## src/rtl/useq_pkg.sv

```systemverilog
package useq_pkg;

  localparam int UA_W     = 6;
  localparam int F1_W     = 3;
  localparam int F2_W     = 3;
  localparam int F3_W     = 2;
  localparam int SEL_W    = 2;
  localparam int OP_W     = 3;
  localparam int MODE_W   = 2;
  localparam int MODE_SH  = 2;
  localparam int UW       = UA_W + F1_W + F2_W + F3_W + SEL_W;
  localparam int UC_DEPTH = 1 << UA_W;
  localparam int UC_BITS  = UC_DEPTH * UW;
  localparam int F1_N     = (1 << F1_W) - 1;
  localparam int F2_N     = (1 << F2_W) - 1;
  localparam int F3_N     = (1 << F3_W) - 1;

  typedef enum logic [SEL_W-1:0] {
    SEQ_JUMP = 2'd0,
    SEQ_SRC  = 2'd1,
    SEQ_OP   = 2'd2,
    SEQ_DST  = 2'd3
  } seq_e;

  typedef struct packed {
    logic [UA_W-1:0] nxt_base;
    logic [F1_W-1:0] bus_src;
    logic [F2_W-1:0] load_dst;
    logic [F3_W-1:0] aux;
    seq_e            seq_sel;
  } uword_t;

  typedef enum logic {PH_LOAD = 1'b0, PH_EXEC = 1'b1} phase_e;

  function automatic uword_t mk(input logic [UA_W-1:0] base, input logic [F1_W-1:0] s,
                                input logic [F2_W-1:0] l, input logic [F3_W-1:0] x,
                                input seq_e sel);
    uword_t w;
    w.nxt_base = base;
    w.bus_src  = s;
    w.load_dst = l;
    w.aux      = x;
    w.seq_sel  = sel;
    return w;
  endfunction

  // Default microprogram: fetch, operand fetch, opcode step, destination step, halt
  function automatic uword_t ucode_word(input logic [UA_W-1:0] a);
    uword_t w;
    w = '0;
    case (a)
      6'h00: w = mk(6'h01, 3'd1, 3'd1, 2'd1, SEQ_JUMP);
      6'h01: w = mk(6'h02, 3'd0, 3'd2, 2'd2, SEQ_JUMP);
      6'h02: w = mk(6'h03, 3'd2, 3'd3, 2'd0, SEQ_JUMP);
      6'h03: w = mk(6'h10, 3'd0, 3'd0, 2'd0, SEQ_SRC);
      6'h10: w = mk(6'h20, 3'd7, 3'd4, 2'd0, SEQ_OP);
      6'h14: w = mk(6'h15, 3'd7, 3'd1, 2'd0, SEQ_JUMP);
      6'h15: w = mk(6'h16, 3'd0, 3'd2, 2'd2, SEQ_JUMP);
      6'h16: w = mk(6'h20, 3'd2, 3'd4, 2'd0, SEQ_OP);
      6'h18, 6'h1C: w = mk(6'h20, 3'd0, 3'd0, 2'd0, SEQ_OP);
      6'h27: w = mk(6'h27, 3'd0, 3'd0, 2'd0, SEQ_JUMP);
      6'h30, 6'h34, 6'h38, 6'h3C: w = mk(6'h00, 3'd4, 3'd0, a[3:2], SEQ_JUMP);
      default: begin
        if (a >= 6'h20 && a <= 6'h26) w = mk(6'h30, 3'd3, a[2:0] + 3'd1, 2'd0, SEQ_DST);
      end
    endcase
    return w;
  endfunction

  function automatic logic [UC_BITS-1:0] build_ucode();
    logic [UC_BITS-1:0] img;
    img = '0;
    for (int a = 0; a < UC_DEPTH; a++) img[a*UW +: UW] = ucode_word(UA_W'(a));
    return img;
  endfunction

endpackage

```

## src/rtl/useq_rst_sync.sv

```systemverilog
module useq_rst_sync #(
  parameter int STAGES = 2
) (
  input  logic clk,
  input  logic arst_n,
  output logic srst_n
);
  logic [STAGES-1:0] sync_q;
  logic [STAGES-1:0] sync_d;

  always_comb begin
    sync_d = {sync_q[STAGES-2:0], 1'b1};
  end

  always_ff @(posedge clk or negedge arst_n) begin
    if (!arst_n) sync_q <= '0;
    else         sync_q <= sync_d;
  end

  assign srst_n = sync_q[STAGES-1];
endmodule

```

## src/rtl/useq_store.sv

```systemverilog
module useq_store
  import useq_pkg::*;
#(
  parameter logic [UC_BITS-1:0] UCODE = build_ucode()
) (
  input  logic            clk,
  input  logic            rst_n,
  input  logic            load_en,
  input  logic [UA_W-1:0] addr,
  output uword_t          uir
);
  uword_t rd_word;
  uword_t uir_d;

  always_comb begin
    rd_word = uword_t'(UCODE[int'(addr)*UW +: UW]);
    uir_d   = load_en ? rd_word : uir;
  end

  always_ff @(posedge clk or negedge rst_n) begin
    if (!rst_n) uir <= '0;
    else        uir <= uir_d;
  end
endmodule

```

## src/rtl/useq_field_dec.sv

```systemverilog
module useq_field_dec #(
  parameter int W = 3,
  localparam int N = (1 << W) - 1
) (
  input  logic         en,
  input  logic [W-1:0] code,
  output logic [N-1:0] stb
);
  for (genvar i = 1; i <= N; i++) begin : g_line
    assign stb[i-1] = en && (code == W'(i));
  end
endmodule

```

## src/rtl/useq_next_addr.sv

```systemverilog
module useq_next_addr
  import useq_pkg::*;
(
  input  logic [UA_W-1:0]   base,
  input  seq_e              sel,
  input  logic [OP_W-1:0]   opcode,
  input  logic [MODE_W-1:0] src_mode,
  input  logic [MODE_W-1:0] dst_mode,
  output logic [UA_W-1:0]   nxt
);
  always_comb begin
    case (sel)
      SEQ_SRC: nxt = base | (UA_W'(src_mode) << MODE_SH);
      SEQ_OP:  nxt = base | UA_W'(opcode);
      SEQ_DST: nxt = base | (UA_W'(dst_mode) << MODE_SH);
      default: nxt = base;
    endcase
  end
endmodule

```

## src/rtl/useq_ctrl.sv

```systemverilog
module useq_ctrl
  import useq_pkg::*;
#(
  parameter logic [UA_W-1:0]    HALT_ADDR = 6'h27,
  parameter logic [UC_BITS-1:0] UCODE     = build_ucode()
) (
  input  logic              clk,
  input  logic              rst_n,
  input  logic [OP_W-1:0]   ir_opcode,
  input  logic [MODE_W-1:0] ir_src_mode,
  input  logic [MODE_W-1:0] ir_dst_mode,
  output logic [F1_N-1:0]   src_stb,
  output logic [F2_N-1:0]   ld_stb,
  output logic [F3_N-1:0]   aux_stb,
  output logic              halted
);
  logic            rst_sn;
  logic [UA_W-1:0] uar_q, uar_d, nxt_addr;
  phase_e          phase_q, phase_d;
  logic            halt_q, halt_d;
  logic            uir_load, stb_en;
  uword_t          uir_q;

  useq_rst_sync #(.STAGES(2)) u_rst_sync (
    .clk(clk), .arst_n(rst_n), .srst_n(rst_sn)
  );

  useq_store #(.UCODE(UCODE)) u_store (
    .clk(clk), .rst_n(rst_sn), .load_en(uir_load), .addr(uar_q), .uir(uir_q)
  );

  useq_next_addr u_next (
    .base(uir_q.nxt_base), .sel(uir_q.seq_sel), .opcode(ir_opcode),
    .src_mode(ir_src_mode), .dst_mode(ir_dst_mode), .nxt(nxt_addr)
  );

  useq_field_dec #(.W(F1_W)) u_dec_src (.en(stb_en), .code(uir_q.bus_src),  .stb(src_stb));
  useq_field_dec #(.W(F2_W)) u_dec_ld  (.en(stb_en), .code(uir_q.load_dst), .stb(ld_stb));
  useq_field_dec #(.W(F3_W)) u_dec_aux (.en(stb_en), .code(uir_q.aux),      .stb(aux_stb));

  always_comb begin
    uir_load = !halt_q && (phase_q == PH_LOAD);
    stb_en   = !halt_q && (phase_q == PH_EXEC);
    uar_d    = uar_q;
    phase_d  = phase_q;
    halt_d   = halt_q;
    if (!halt_q) begin
      if (phase_q == PH_LOAD) begin
        phase_d = PH_EXEC;
      end else begin
        phase_d = PH_LOAD;
        uar_d   = nxt_addr;
        if (nxt_addr == HALT_ADDR) halt_d = 1'b1;
      end
    end
  end

  always_ff @(posedge clk or negedge rst_sn) begin
    if (!rst_sn) begin
      uar_q   <= '0;
      phase_q <= PH_LOAD;
      halt_q  <= 1'b0;
    end else begin
      uar_q   <= uar_d;
      phase_q <= phase_d;
      halt_q  <= halt_d;
    end
  end

  assign halted = halt_q;

  // the microaddress moves only at the end of an execute cycle
  p_uar_hold_load_r2: assert property (@(posedge clk) disable iff (!rst_sn)
    (phase_q == PH_LOAD) |=> $stable(uar_q));

  // the microinstruction register holds through its execute cycle
  p_uir_hold_exec_r2: assert property (@(posedge clk) disable iff (!rst_sn)
    (phase_q == PH_EXEC) |=> $stable(uir_q));

  // at most one strobe per field
  p_one_src_r3: assert property (@(posedge clk) disable iff (!rst_sn)
    $onehot0(src_stb) && $onehot0(ld_stb) && $onehot0(aux_stb));

  // every dispatch keeps all base bits set
  p_base_kept_r4: assert property (@(posedge clk) disable iff (!rst_sn)
    (phase_q == PH_EXEC && !halt_q) |=> ((uar_q & $past(uir_q.nxt_base)) == $past(uir_q.nxt_base)));

  // a mode dispatch leaves the two low bits equal to the base
  p_src_low_r5: assert property (@(posedge clk) disable iff (!rst_sn)
    (phase_q == PH_EXEC && !halt_q && uir_q.seq_sel == SEQ_SRC) |=> (uar_q[1:0] == $past(uir_q.nxt_base[1:0])));

  // halt is sticky and freezes the microaddress at the halt address
  p_halt_sticky_r11: assert property (@(posedge clk) disable iff (!rst_sn)
    halt_q |=> (halt_q && $stable(uar_q)));

  p_halt_addr_r11: assert property (@(posedge clk) disable iff (!rst_sn)
    halt_q |-> (uar_q == HALT_ADDR && src_stb == '0 && ld_stb == '0 && aux_stb == '0));

endmodule

```

## config.mk

```make
export PLATFORM = sky130hd
export DESIGN_NAME = useq_ctrl
export DESIGN_NICKNAME = d
export VERILOG_FILES = /design/src/rtl/useq_pkg.sv /design/src/rtl/useq_rst_sync.sv /design/src/rtl/useq_store.sv /design/src/rtl/useq_field_dec.sv /design/src/rtl/useq_next_addr.sv /design/src/rtl/useq_ctrl.sv
export SDC_FILE = /design/constraint.sdc
export NUM_CORES = 1
export LEC_CHECK = 0
export BUFFER_PORTS_ARGS = -buffer_cell sky130_fd_sc_hd__buf_2
export CORE_ASPECT_RATIO = 1.25
export CORE_MARGIN = 3
export CORE_UTILIZATION = 35
export DETAILED_ROUTE_END_ITERATION = 8
export PLACE_DENSITY = 0.61
export SLEW_MARGIN = 20
export SYNTH_ARGS = -nofsm -noshare
export SYNTH_HDL_FRONTEND = slang
export SYNTH_SLANG_ARGS = --single-unit
```

## constraint.sdc

```tcl
create_clock -name clk -period 1.1 [get_ports clk]
set_input_delay 0.11 -clock clk [delete_from_list [all_inputs] [get_ports clk]]
set_output_delay 0.11 -clock clk [all_outputs]
set_load 0.02 [all_outputs]
```

==> out/results.tsv, run 1 <==
stage	metric	value	unit
clock_tree	Clock Sinks	25	
drt	drt first pass iters	4	
final_layout	share of cells above drive strength 1	0.6667	
pwr	part of the power in combinational logic	0.758	
sta	worst hold slack	0.1366	ns
worst_setup_path	critical path class	flip-flop to output pin	
sta	unrepaired setup endpoints after global routing	true	
synthesis	post-synthesis async set-or-reset flop share	1.000	
global_route	Overflow after GRT	0	
worst_hold_path	min-delay worst type	input port to async pin	
drt	initial DRC count	40	
drt	post-route antenna net violation count	0	
die	Ports	27	
drt	Remaining DRCs	0	
pwr	sw frac	0.4467	
clock_tree	clock slew at reported path FFs	0.10	ns
pwr	Sw Pwr	4.423	mW
pwr	cell internal pwr	5.479	mW
synthesis	Yosys cell types	41	
place	Post-DP HPWL	3650	um
pwr	Cell Pwr Density	3385	mW/mm^2
global_route	Total GRT Usage	0.2307	
die	Initial Utilization	0.3729	
sta	TNS Setup	-12.20	ns
clock_tree	TritonCTS clock tree	yes	
worst_setup_path	Crit path largest cell delay	0.45	ns
synthesis	register area share after synthesis	0.4325	
sta	Final Skew	0.008741	ns
worst_setup_path	reg2reg start	uar_q[0]$_DFFE_PN0P_	
final_layout	commonest non-fill, non-tap cell in the layout	buf_4	
drt	vias per cell	5.203	
die	core area	0.003879	mm^2
synthesis	EDFF count, synth	0	
synthesis	Post-synth top flop	dfrtp_1	
pwr	sequential share of power	0.182	
clock_tree	# H-tree levels	1	
worst_setup_path	CP bufs+invs	2	
worst_setup_path	crit path max fanout	7	
sta	max-slew violation count	0	
pwr	Lkg Pwr	1.278	nW
global_route	first-pass GRT wire length	8818	um
clock_tree	worst-skew pair later-pin latency	0.28	ns
worst_setup_path	Critical Path Start Type	flip-flop	
synthesis	flops & latches, synth	25	
worst_setup_path	required time at the worst-slack endpoint	0.99	ns
die	die area	0.004945	mm^2
pwr	clock network fraction of design power	0.060	
global_route	largest net degree at the start of global routing	24	
final_layout	# fillers	274	
sta	Final setup viols	40	
place	count of input and output buffers	26	
final_layout	final std cells w/o fill	315	
final_layout	Antenna diodes	0	
sta	Final Hold Viols	0	
place	Placed Cells	293	
final_layout	fin util	0.7542	
die	Die Ht	77.88	um
synthesis	Ys Warns	0	
synthesis	Mapped Cells	169	
worst_setup_path	delay-heaviest family, CP	flip-flops	
worst_setup_path	Crit path arrival time	1.45	ns
clock_tree	CTS max path bufs	2	
sta	worst setup slack after layout	-0.4634	ns
final_layout	final net count	276	
worst_setup_path	CP cell instances	buf_6 > nand2b_4 > nor3_2 > buf_4	
final_layout	area delta synth->final	102.2	%
synthesis	net count after synthesis	183	
run_status	failing checks	negative setup slack	
worst_setup_path	crit path launch	halted$_DFF_PN0_	
sta	post-route minimum period	1.563	ns
sta	Max Clock Freq	0.6396	GHz
final_layout	most frequent cells in the layout	buf_4 (44), buf_6 (39), nand2_1 (23), dfrtp_1 (21), nor2_4 (11)	
clock_tree	CTS Root Cell	clkbuf_8	
pwr	worst vdd ir	2.281	mV
drt	via count	1639	
die	Die Wd	63.50	um
drt	post-DR wirelength/cell	17.15	um
die	row cnt	25	
synthesis	mapped cell area	0.001446	mm^2
sta	Final Cycle Share	1.421	
place	final RePlAce weighted congestion	0.8614	
worst_setup_path	Slowest-stage cell, CP	dfrtp_2	
clock_tree	cts bufs inserted	3	
worst_setup_path	CP Capture Type	output pin	
drt	Detailed Route WL	5403	um
job	max_cap viols	0	
synthesis	Avg Inst Size Synth	8.559	um^2
global_route	vias in the first global route	1841	
global_route	initial antenna violation count	0	
run_status	status	finished, violations left	
## cell type report
class / count / area (um^2) / share of cell area
Inverter: 4 / 15.01 / 0.005133
Clock buffer: 3 / 41.29 / 0.01411
Timing Repair Buffer: 96 / 894.6 / 0.3058
Sequential cell: 25 / 630.6 / 0.2156
Clock inverter: 1 / 7.507 / 0.002566
Multi-Input combinational cell: 132 / 1269 / 0.4337
Tap cell: 54 / 67.56 / 0.02310
## per-layer routing
metal / vias up / share of wire / track usage
li1: 770 / - / -
met1: 809 / 0.35 / 0.2327
met2: 52 / 0.60 / 0.4713
met3: 8 / 0.041 / 0.02605
met4: 0 / 0.016 / 0.07775
met5: - / 0 / 0
## flip-flops by register name (all words and copies together), names as in the netlist
| name | flops |
|---|---|
| u_store.uir | 15 |
| phase_q | 1 |
| u_rst_sync.sync_q | 2 |
| uar_q | 6 |
| halted | 1 |
## synth_stat cells (2+ instances only)
cell	instances	area, um^2
nand2_1	35	131.4
dfrtp_1	25	625.6
nor2_1	18	67.56
nor3_1	8	40.04
buf_2	7	35.03
a31oi_1	6	37.54
o21ai_0	6	30.03
o21ai_1	6	30.03
a21oi_1	5	25.02
ha_1	5	62.56
nand2b_1	5	31.28
inv_1	4	15.01
nand3_1	4	20.02
a2bb2oi_1	3	26.28
and3_1	2	12.51
mux2i_1	2	20.02
nor2b_1	2	12.51
o31ai_1	2	15.01
xnor2_1	2	17.52
## logic make-up after synthesis
group | share of synthesized area
AO/OA/AOI/OAI | 0.1670
XOR/XNOR | 0.01211
adder cells (fa/ha/maj) | 0.04325
buffers and inverters | 0.03979
flip-flops | 0.4325
multiplexers | 0.03200
other | 0.002593
AND/OR/NAND/NOR | 0.2708
## path summary, 6_finish.rpt
kind	cells past startpoint	end	slack [ns]
setup / recovery	4	ld_stb[1]	-0.46
hold / removal	2	u_rst_sync.sync_q[1]$_DFF_PN0_	0.14
setup reg to reg	6	u_store.uir[5]$_DFFE_PN0P_	-0.42
hold reg to reg	1	uar_q[4]$_DFFE_PN0P_	0.25
max in group asynchronous	1	uar_q[2]$_DFFE_PN0P_	0.59
min in group clk	3	uar_q[1]$_DFFE_PN0P_	0.14
## repair_timing
action	in CTS	in global routing
gates cloned	0	0
buffers inserted	12	7
endpoints found under the hold margin	2	0
hold buffers	1	0
endpoints found under the setup margin	40	40
gates resized for setup	89	28
pin swaps	27	22
## per-stage QoR
stage	instance area, um^2	total power [mW]	setup slack (ns)
finish	2925	9.902	-0.4634
floorplan	1714	4.833	-0.3226
global placement	2253	6.841	-0.3012
CTS	2751	8.965	-0.4585
global route	2925	10.48	-0.5097
detailed placement	2253	6.988	-0.3684
## power groups by stage
stage | combinational [mW] | sequential, mW | clock [mW]
floorplan | 2.91 | 1.92 | 0
global placement | 5.09 | 1.75 | 0
detailed placement | 5.21 | 1.78 | 0
CTS | 6.59 | 1.78 | 0.596
global route | 7.97 | 1.86 | 0.645
finish | 7.50 | 1.81 | 0.591
Note: power is estimated with default switching activity, not from simulation.
==> run 2, diff against run 1 <==
- PLACE_DENSITY: 0.61 -> 0.63
- clock period: 1.1 -> 1.4 ns (I/O delays scaled with it)
==> run 2 against run 1 <==
Against the previous run: wire length shrank 27%; core utilization shrank 18 points; via count shrank 14%; largest cell class unchanged; total power shrank 45%; setup slack gained 0.39 ns; the run still ends with negative setup slack left.
==> out/results.tsv, run 2 (same netlist as run 1, synthesis figures left out) <==
stage	metric	value	unit	change
run_status	status	finished, violations left		
run_status	failing checks	negative setup slack		
die	die area	0.004945	mm^2	unchanged
sta	unrepaired setup endpoints after global routing	true		
place	Post-DP HPWL	2705	um	-26%
global_route	Top Usage Layer GRT	met2		
clock_tree	TritonCTS clock tree	yes		
place	final RePlAce weighted congestion	0.8994		+4.4%
die	row cnt	25		unchanged
worst_setup_path	required time at the worst-slack endpoint	1.26	ns	+0.27 ns
clock_tree	CTS max path bufs	2		unchanged
drt	post-route antenna net violation count	0		unchanged
final_layout	cell area after layout	0.002223	mm^2	-24%
global_route	initial antenna violation count	0		unchanged
sta	Final Cycle Share	1.053		
sta	worst setup slack after layout	-0.07489	ns	+0.3885 ns
die	Initial Utilization	0.3729		unchanged
die	core area	0.003879	mm^2	unchanged
worst_setup_path	CP Capture Type	output pin		
worst_setup_path	critical path class	flip-flop to output pin		
final_layout	final net count	243		-12%
worst_setup_path	Crit path largest cell delay	0.41	ns	-0.04 ns
clock_tree	cts bufs inserted	3		unchanged
final_layout	# fillers	361		+32%
global_route	grt met1 use	0.1993		-0.03346
global_route	first-pass GRT wire length	6334	um	-28%
final_layout	max FFs per register	15		unchanged
final_layout	Antenna diodes	0		unchanged
sta	Max Clock Freq	0.6780	GHz	
global_route	vias in the first global route	1348		-27%
worst_setup_path	Slowest-stage cell, CP	dfrtp_1		
final_layout	most frequent cells in the layout	buf_4 (44), nand2_1 (31), dfrtp_1 (22), nor2_1 (15)		
worst_setup_path	CP cell instances	nor2b_4 > buf_6 > nand2_4 > nor3_2 > buf_4		
final_layout	Top reg by flops	u_store.uir		
sta	Final Hold Viols	0		unchanged
final_layout	area delta synth->final	53.72	%	
drt	post-DR wirelength/cell	13.91	um	-19%
clock_tree	# H-tree levels	1		unchanged
place	count of input and output buffers	26		unchanged
global_route	met3 Use GR	0.02026		-0.005789
global_route	Total GRT Usage	0.1613		-0.06942
global_route	GR Util met2	0.2811		-0.1902
die	Ports	27		unchanged
global_route	largest net degree at the start of global routing	24		unchanged
worst_setup_path	crit path max fanout	6		-1
pwr	worst vdd ir	1.810	mV	-21%
drt	via count	1405		-14%
job	max_cap viols	0		unchanged
final_layout	largest registers	u_store.uir: 15 flops, uar_q: 6 flops, u_rst_sync.sync_q: 2 flops		
die	Die Wd	63.50	um	unchanged
pwr	Cell Pwr Density	2468	mW/mm^2	-27%
clock_tree	clock slew at reported path FFs	0.09	ns	about the same
sta	post-route minimum period	1.475	ns	
sta	worst hold slack	0.1673	ns	+0.03069 ns
sta	Final setup viols	15		-63%
worst_setup_path	Critical Path Start Type	flip-flop		
sta	Final Skew	0.001614	ns	-0.007127 ns
drt	drt first pass iters	4		unchanged
sta	max-slew violation count	0		unchanged
drt	initial DRC count	36		-10%
place	dpl ws	-0.06421	ns	+0.3042 ns
place	total cell area at the placement stage	0.001792	mm^2	-20%
final_layout	share of cells above drive strength 1	0.4737		-0.1930
pwr	total chip power	5.488	mW	-45%
worst_hold_path	min-delay worst type	input port to async pin		
global_route	Overflow after GRT	0		unchanged
drt	Detailed Route WL	3923	um	-27%
worst_setup_path	Crit path arrival time	1.33	ns	-0.12 ns
final_layout	commonest non-fill, non-tap cell in the layout	buf_4		
drt	Remaining DRCs	0		unchanged
drt	vias per cell	4.982		-4.2%
die	Die Ht	77.88	um	unchanged
clock_tree	CTS Root Cell	clkbuf_8		
clock_tree	worst-skew pair later-pin latency	0.27	ns	about the same
clock_tree	Clock Sinks	25		unchanged
pwr	Lkg Pwr	1.023	nW	-20%
run 2: cell count changes in the layout (fill, tap and decap cells not counted), moves of 5 or more:
| cell | before | now |
|---|---|---|
| buf_6 | 39 | 9 |
| nor2_4 | 11 | 2 |
| nor3_2 | 1 | 6 |
| nor2_1 | 7 | 15 |
| nand2_2 | 6 | 1 |
| nand2_1 | 23 | 31 |
| nor3_4 | 7 | 2 |
run 2: layout make-up:
type	instances	area [um^2]	share of cell area
repair buffers	63	486.7	0.2189
inverters	4	15.01	0.006753
multi-input cells	132	975.9	0.4389
clock buffers	3	41.29	0.01857
well taps	54	67.56	0.03039
clock inverters	1	7.507	0.003376
flip-flops and latches	25	629.4	0.2831
run 2: timing repair:
action	in CTS	in global routing
endpoints found under the hold margin	2	0
pin swaps	7	13
setup endpoints to repair	19	32
resized for setup	24	52
buffers inserted	8	6
hold buffers	1	0
run 2: per-stage QoR:
stage | util | cells | TNS, ns
3_5_place_dp | 0.4619 | 265 | -0.08193
5_1_grt | 0.5732 | 282 | -2.287
2_1_floorplan | - | 169 | -0.9690
6_report | 0.5732 | 282 | -0.5855
3_3_place_gp | 0.4619 | 265 | 0
4_1_cts | 0.5123 | 278 | -0.7302
run 2: critical path: cells and delay by family (launching register included):
| family | cells | cell delay (ns) |
|---|---|---|
| buffers and inverters | 2 | 0.30 |
| DFF | 1 | 0.41 |
| and+or+nand+nor | 3 | 0.35 |
run 2: power by group:
group	internal (mW)	switching, mW	leakage [nW]
sequential	1.04	0.380	0.310
combinational	1.78	1.84	0.691
clock	0.202	0.240	0.0217
run 2: worst paths after layout:
kind | from | to | slack (ns) | cells after the start
max in group asynchronous | u_rst_sync.sync_q[1]$_DFF_PN0_ | u_store.uir[6]$_DFFE_PN0P_ | 0.93 | 1
min in group clk | ir_opcode[1] | uar_q[1]$_DFFE_PN0P_ | 0.18 | 3
min | rst_n | u_rst_sync.sync_q[1]$_DFF_PN0_ | 0.17 | 2
max | phase_q$_DFFE_PN0N_ | ld_stb[0] | -0.07 | 5
min reg2reg | u_rst_sync.sync_q[1]$_DFF_PN0_ | uar_q[4]$_DFFE_PN0P_ | 0.22 | 1
max reg2reg | uar_q[0]$_DFFE_PN0P_ | u_store.uir[5]$_DFFE_PN0P_ | -0.07 | 6
run 2: routing by layer:
metal  up-vias  part of all wire
met5         -                 0
met4         0             0.025
met3        10             0.040
met2        42              0.53
met1       649              0.41
li1        704                 -
==> run 3, diff against run 2 <==
- REMOVE_ABC_BUFFERS: unset -> 1
==> run 3 against run 2 <==
Against the previous run: the flow still finishes with violations (negative setup slack); maximum frequency down 4.2%; first-iteration DRC count fell by 25%; clock skew up 0.00078 ns; global-route usage decreased by 0.48 points; largest power group unchanged.
==> out/results.tsv, run 3 (same netlist as run 1, synthesis figures left out) <==
stage	metric	value	unit	change
final_layout	max FFs per register	15		unchanged
global_route	first-pass GRT wire length	6134	um	-3.2%
final_layout	largest registers	u_store.uir: 15 flops, uar_q: 6 flops, u_rst_sync.sync_q: 2 flops		
worst_setup_path	crit path launch	halted$_DFF_PN0_		
worst_setup_path	Critical Path Start Type	flip-flop		
final_layout	final std cells w/o fill	284		+0.71%
sta	Final setup viols	13		-2
clock_tree	CTS max path bufs	2		unchanged
sta	Final Cycle Share	1.099		+0.04584
final_layout	Top reg by flops	u_store.uir		
clock_tree	TritonCTS clock tree	yes		
global_route	vias in the first global route	1335		-0.96%
run_status	status	finished, violations left		
global_route	Total GRT Usage	0.1564		-0.004811
drt	initial DRC count	27		-25%
sta	Max Clock Freq	0.6497	GHz	-4.2%
worst_setup_path	Crit path arrival time	1.40	ns	+0.07 ns
drt	drt first pass iters	4		unchanged
place	count of input and output buffers	26		unchanged
global_route	initial antenna violation count	0		unchanged
drt	Detailed Route WL	3930	um	+0.18%
worst_setup_path	reg2reg start	uar_q[0]$_DFFE_PN0P_		
job	max_cap viols	0		unchanged
die	Die Wd	63.50	um	unchanged
clock_tree	clock slew at reported path FFs	0.09	ns	about the same
worst_setup_path	CP Capture Type	output pin		
pwr	Cell Pwr Density	2465	mW/mm^2	-0.13%
die	die area	0.004945	mm^2	unchanged
worst_setup_path	crit path max fanout	4		-2
worst_setup_path	critical path class	flip-flop to output pin		
final_layout	fin util	0.5658		-0.007420
sta	worst setup slack after layout	-0.1391	ns	-0.06418 ns
clock_tree	CTS Root Cell	clkbuf_8		
final_layout	share of cells above drive strength 1	0.4652		-0.008467
sta	unrepaired setup endpoints after global routing	true		
die	Die Ht	77.88	um	unchanged
final_layout	final net count	245		+0.82%
worst_hold_path	min-delay worst type	input port to async pin		
drt	Remaining DRCs	0		unchanged
die	core area	0.003879	mm^2	unchanged
die	row cnt	25		unchanged
sta	post-route minimum period	1.539	ns	+0.06418 ns
worst_setup_path	required time at the worst-slack endpoint	1.26	ns	about the same
pwr	worst vdd ir	1.769	mV	-2.2%
run_status	failing checks	negative setup slack		
final_layout	commonest non-fill, non-tap cell in the layout	buf_4		
sta	max-slew violation count	0		unchanged
drt	post-DR wirelength/cell	13.84	um	-0.53%
die	Ports	27		unchanged
clock_tree	worst-skew pair later-pin latency	0.27	ns	about the same
final_layout	area delta synth->final	51.73	%	
drt	via count	1422		+1.2%
pwr	Lkg Pwr	1.015	nW	-0.82%
final_layout	Antenna diodes	0		unchanged
sta	Final Hold Viols	0		unchanged
drt	vias per cell	5.007		+0.50%
drt	post-route antenna net violation count	0		unchanged
place	total cell area at the placement stage	0.001794	mm^2	+0.14%
global_route	largest net degree at the start of global routing	24		unchanged
sta	Final Skew	0.002391	ns	+0.0007774 ns
clock_tree	Clock Sinks	25		unchanged
place	Placed Cells	265		unchanged
die	Initial Utilization	0.3729		unchanged
clock_tree	cts bufs inserted	3		unchanged
place	Post-DP HPWL	2700	um	-0.17%
global_route	Overflow after GRT	0		unchanged
place	final RePlAce weighted congestion	0.8806		-2.1%
final_layout	cell area after layout	0.002195	mm^2	-1.3%
clock_tree	# H-tree levels	1		unchanged
final_layout	most frequent cells in the layout	buf_4 (46), nand2_1 (30), dfrtp_1 (22), nor2_1 (13)		
run 3: cell types whose count changed in the layout (fill, tap and decap cells not counted), moves of 2 or more:
| cell | previous run | this run |
|---|---|---|
| a21oi_1 | 3 | 5 |
| nor2_1 | 15 | 13 |
| ha_2 | 2 | 0 |
| nor3_2 | 6 | 8 |
| buf_4 | 44 | 46 |
| nor2_2 | 1 | 4 |
| nand2_4 | 3 | 1 |
| nand2_2 | 1 | 4 |
| nor3_4 | 2 | 0 |
| ha_1 | 1 | 3 |
| a21oi_2 | 2 | 0 |
run 3: per-layer routing:
metal | global-route usage | up-vias | wire length (um)
li1 | - | 711 | -
met1 | 0.1866 | 670 | 1645
met2 | 0.2853 | 35 | 2093
met3 | 0.01447 | 6 | 122
met4 | 0.06048 | 0 | 68
met5 | 0 | - | 0
run 3: worst max-delay path: stages (launching register included):
cell	delay, ns
dfrtp_2	0.43
nor2b_1	0.12
buf_4	0.16
buf_6	0.12
nand2_2	0.05
nor2_2	0.13
buf_6	0.13
run 3: final timing paths:
check,end,slack [ns],cells past startpoint
worst max-delay path,aux_stb[1],-0.14,6
worst min-delay path,u_rst_sync.sync_q[1]$_DFF_PN0_,0.17,2
worst max register to register,u_store.uir[5]$_DFFE_PN0P_,-0.07,6
worst min register to register,uar_q[0]$_DFFE_PN0P_,0.22,1
max in group asynchronous,u_store.uir[6]$_DFFE_PN0P_,0.92,1
min in group clk,uar_q[1]$_DFFE_PN0P_,0.18,3
run 3: final cells by class:
| cell class | instances | area, um^2 |
|---|---|---|
| Multi-Input combinational cell | 132 | 925.9 |
| Fill cell | 366 | 1684 |
| Clock buffer | 3 | 41.29 |
| Sequential cell | 25 | 629.4 |
| Tap cell | 54 | 67.56 |
| Timing Repair Buffer | 65 | 510.5 |
| Inverter | 4 | 15.01 |
| Clock inverter | 1 | 5.005 |
run 3: where the power goes:
part / internal, mW / switching, mW / leakage [nW]
clock network: 0.199 / 0.235 / 0.0255
logic: 1.81 / 1.74 / 0.679
registers: 1.04 / 0.384 / 0.310
run 3: through the flow:
step | setup WS, ns | hold slack [ns] | total power, mW | setup TNS (ns)
after floorplan | -0.2460 | -0.1556 | 2.923 | -2.079
after global placement | -0.01378 | -0.07428 | 4.019 | -0.02478
after detailed placement | -0.05451 | -0.07281 | 4.049 | -0.09582
after CTS | -0.1149 | 0.1691 | 4.883 | -0.8025
after global routing | -0.2246 | 0.1760 | 5.810 | -2.285
final | -0.1391 | 0.1702 | 5.410 | -1.058
run 3: repair_timing:
item / in CTS / in global routing
pin swaps: 5 / 14
resized for setup: 28 / 39
hold endpoints to repair: 2 / 0
hold buffers: 1 / 0
setup endpoints to repair: 20 / 24
setup buffers: 8 / 6
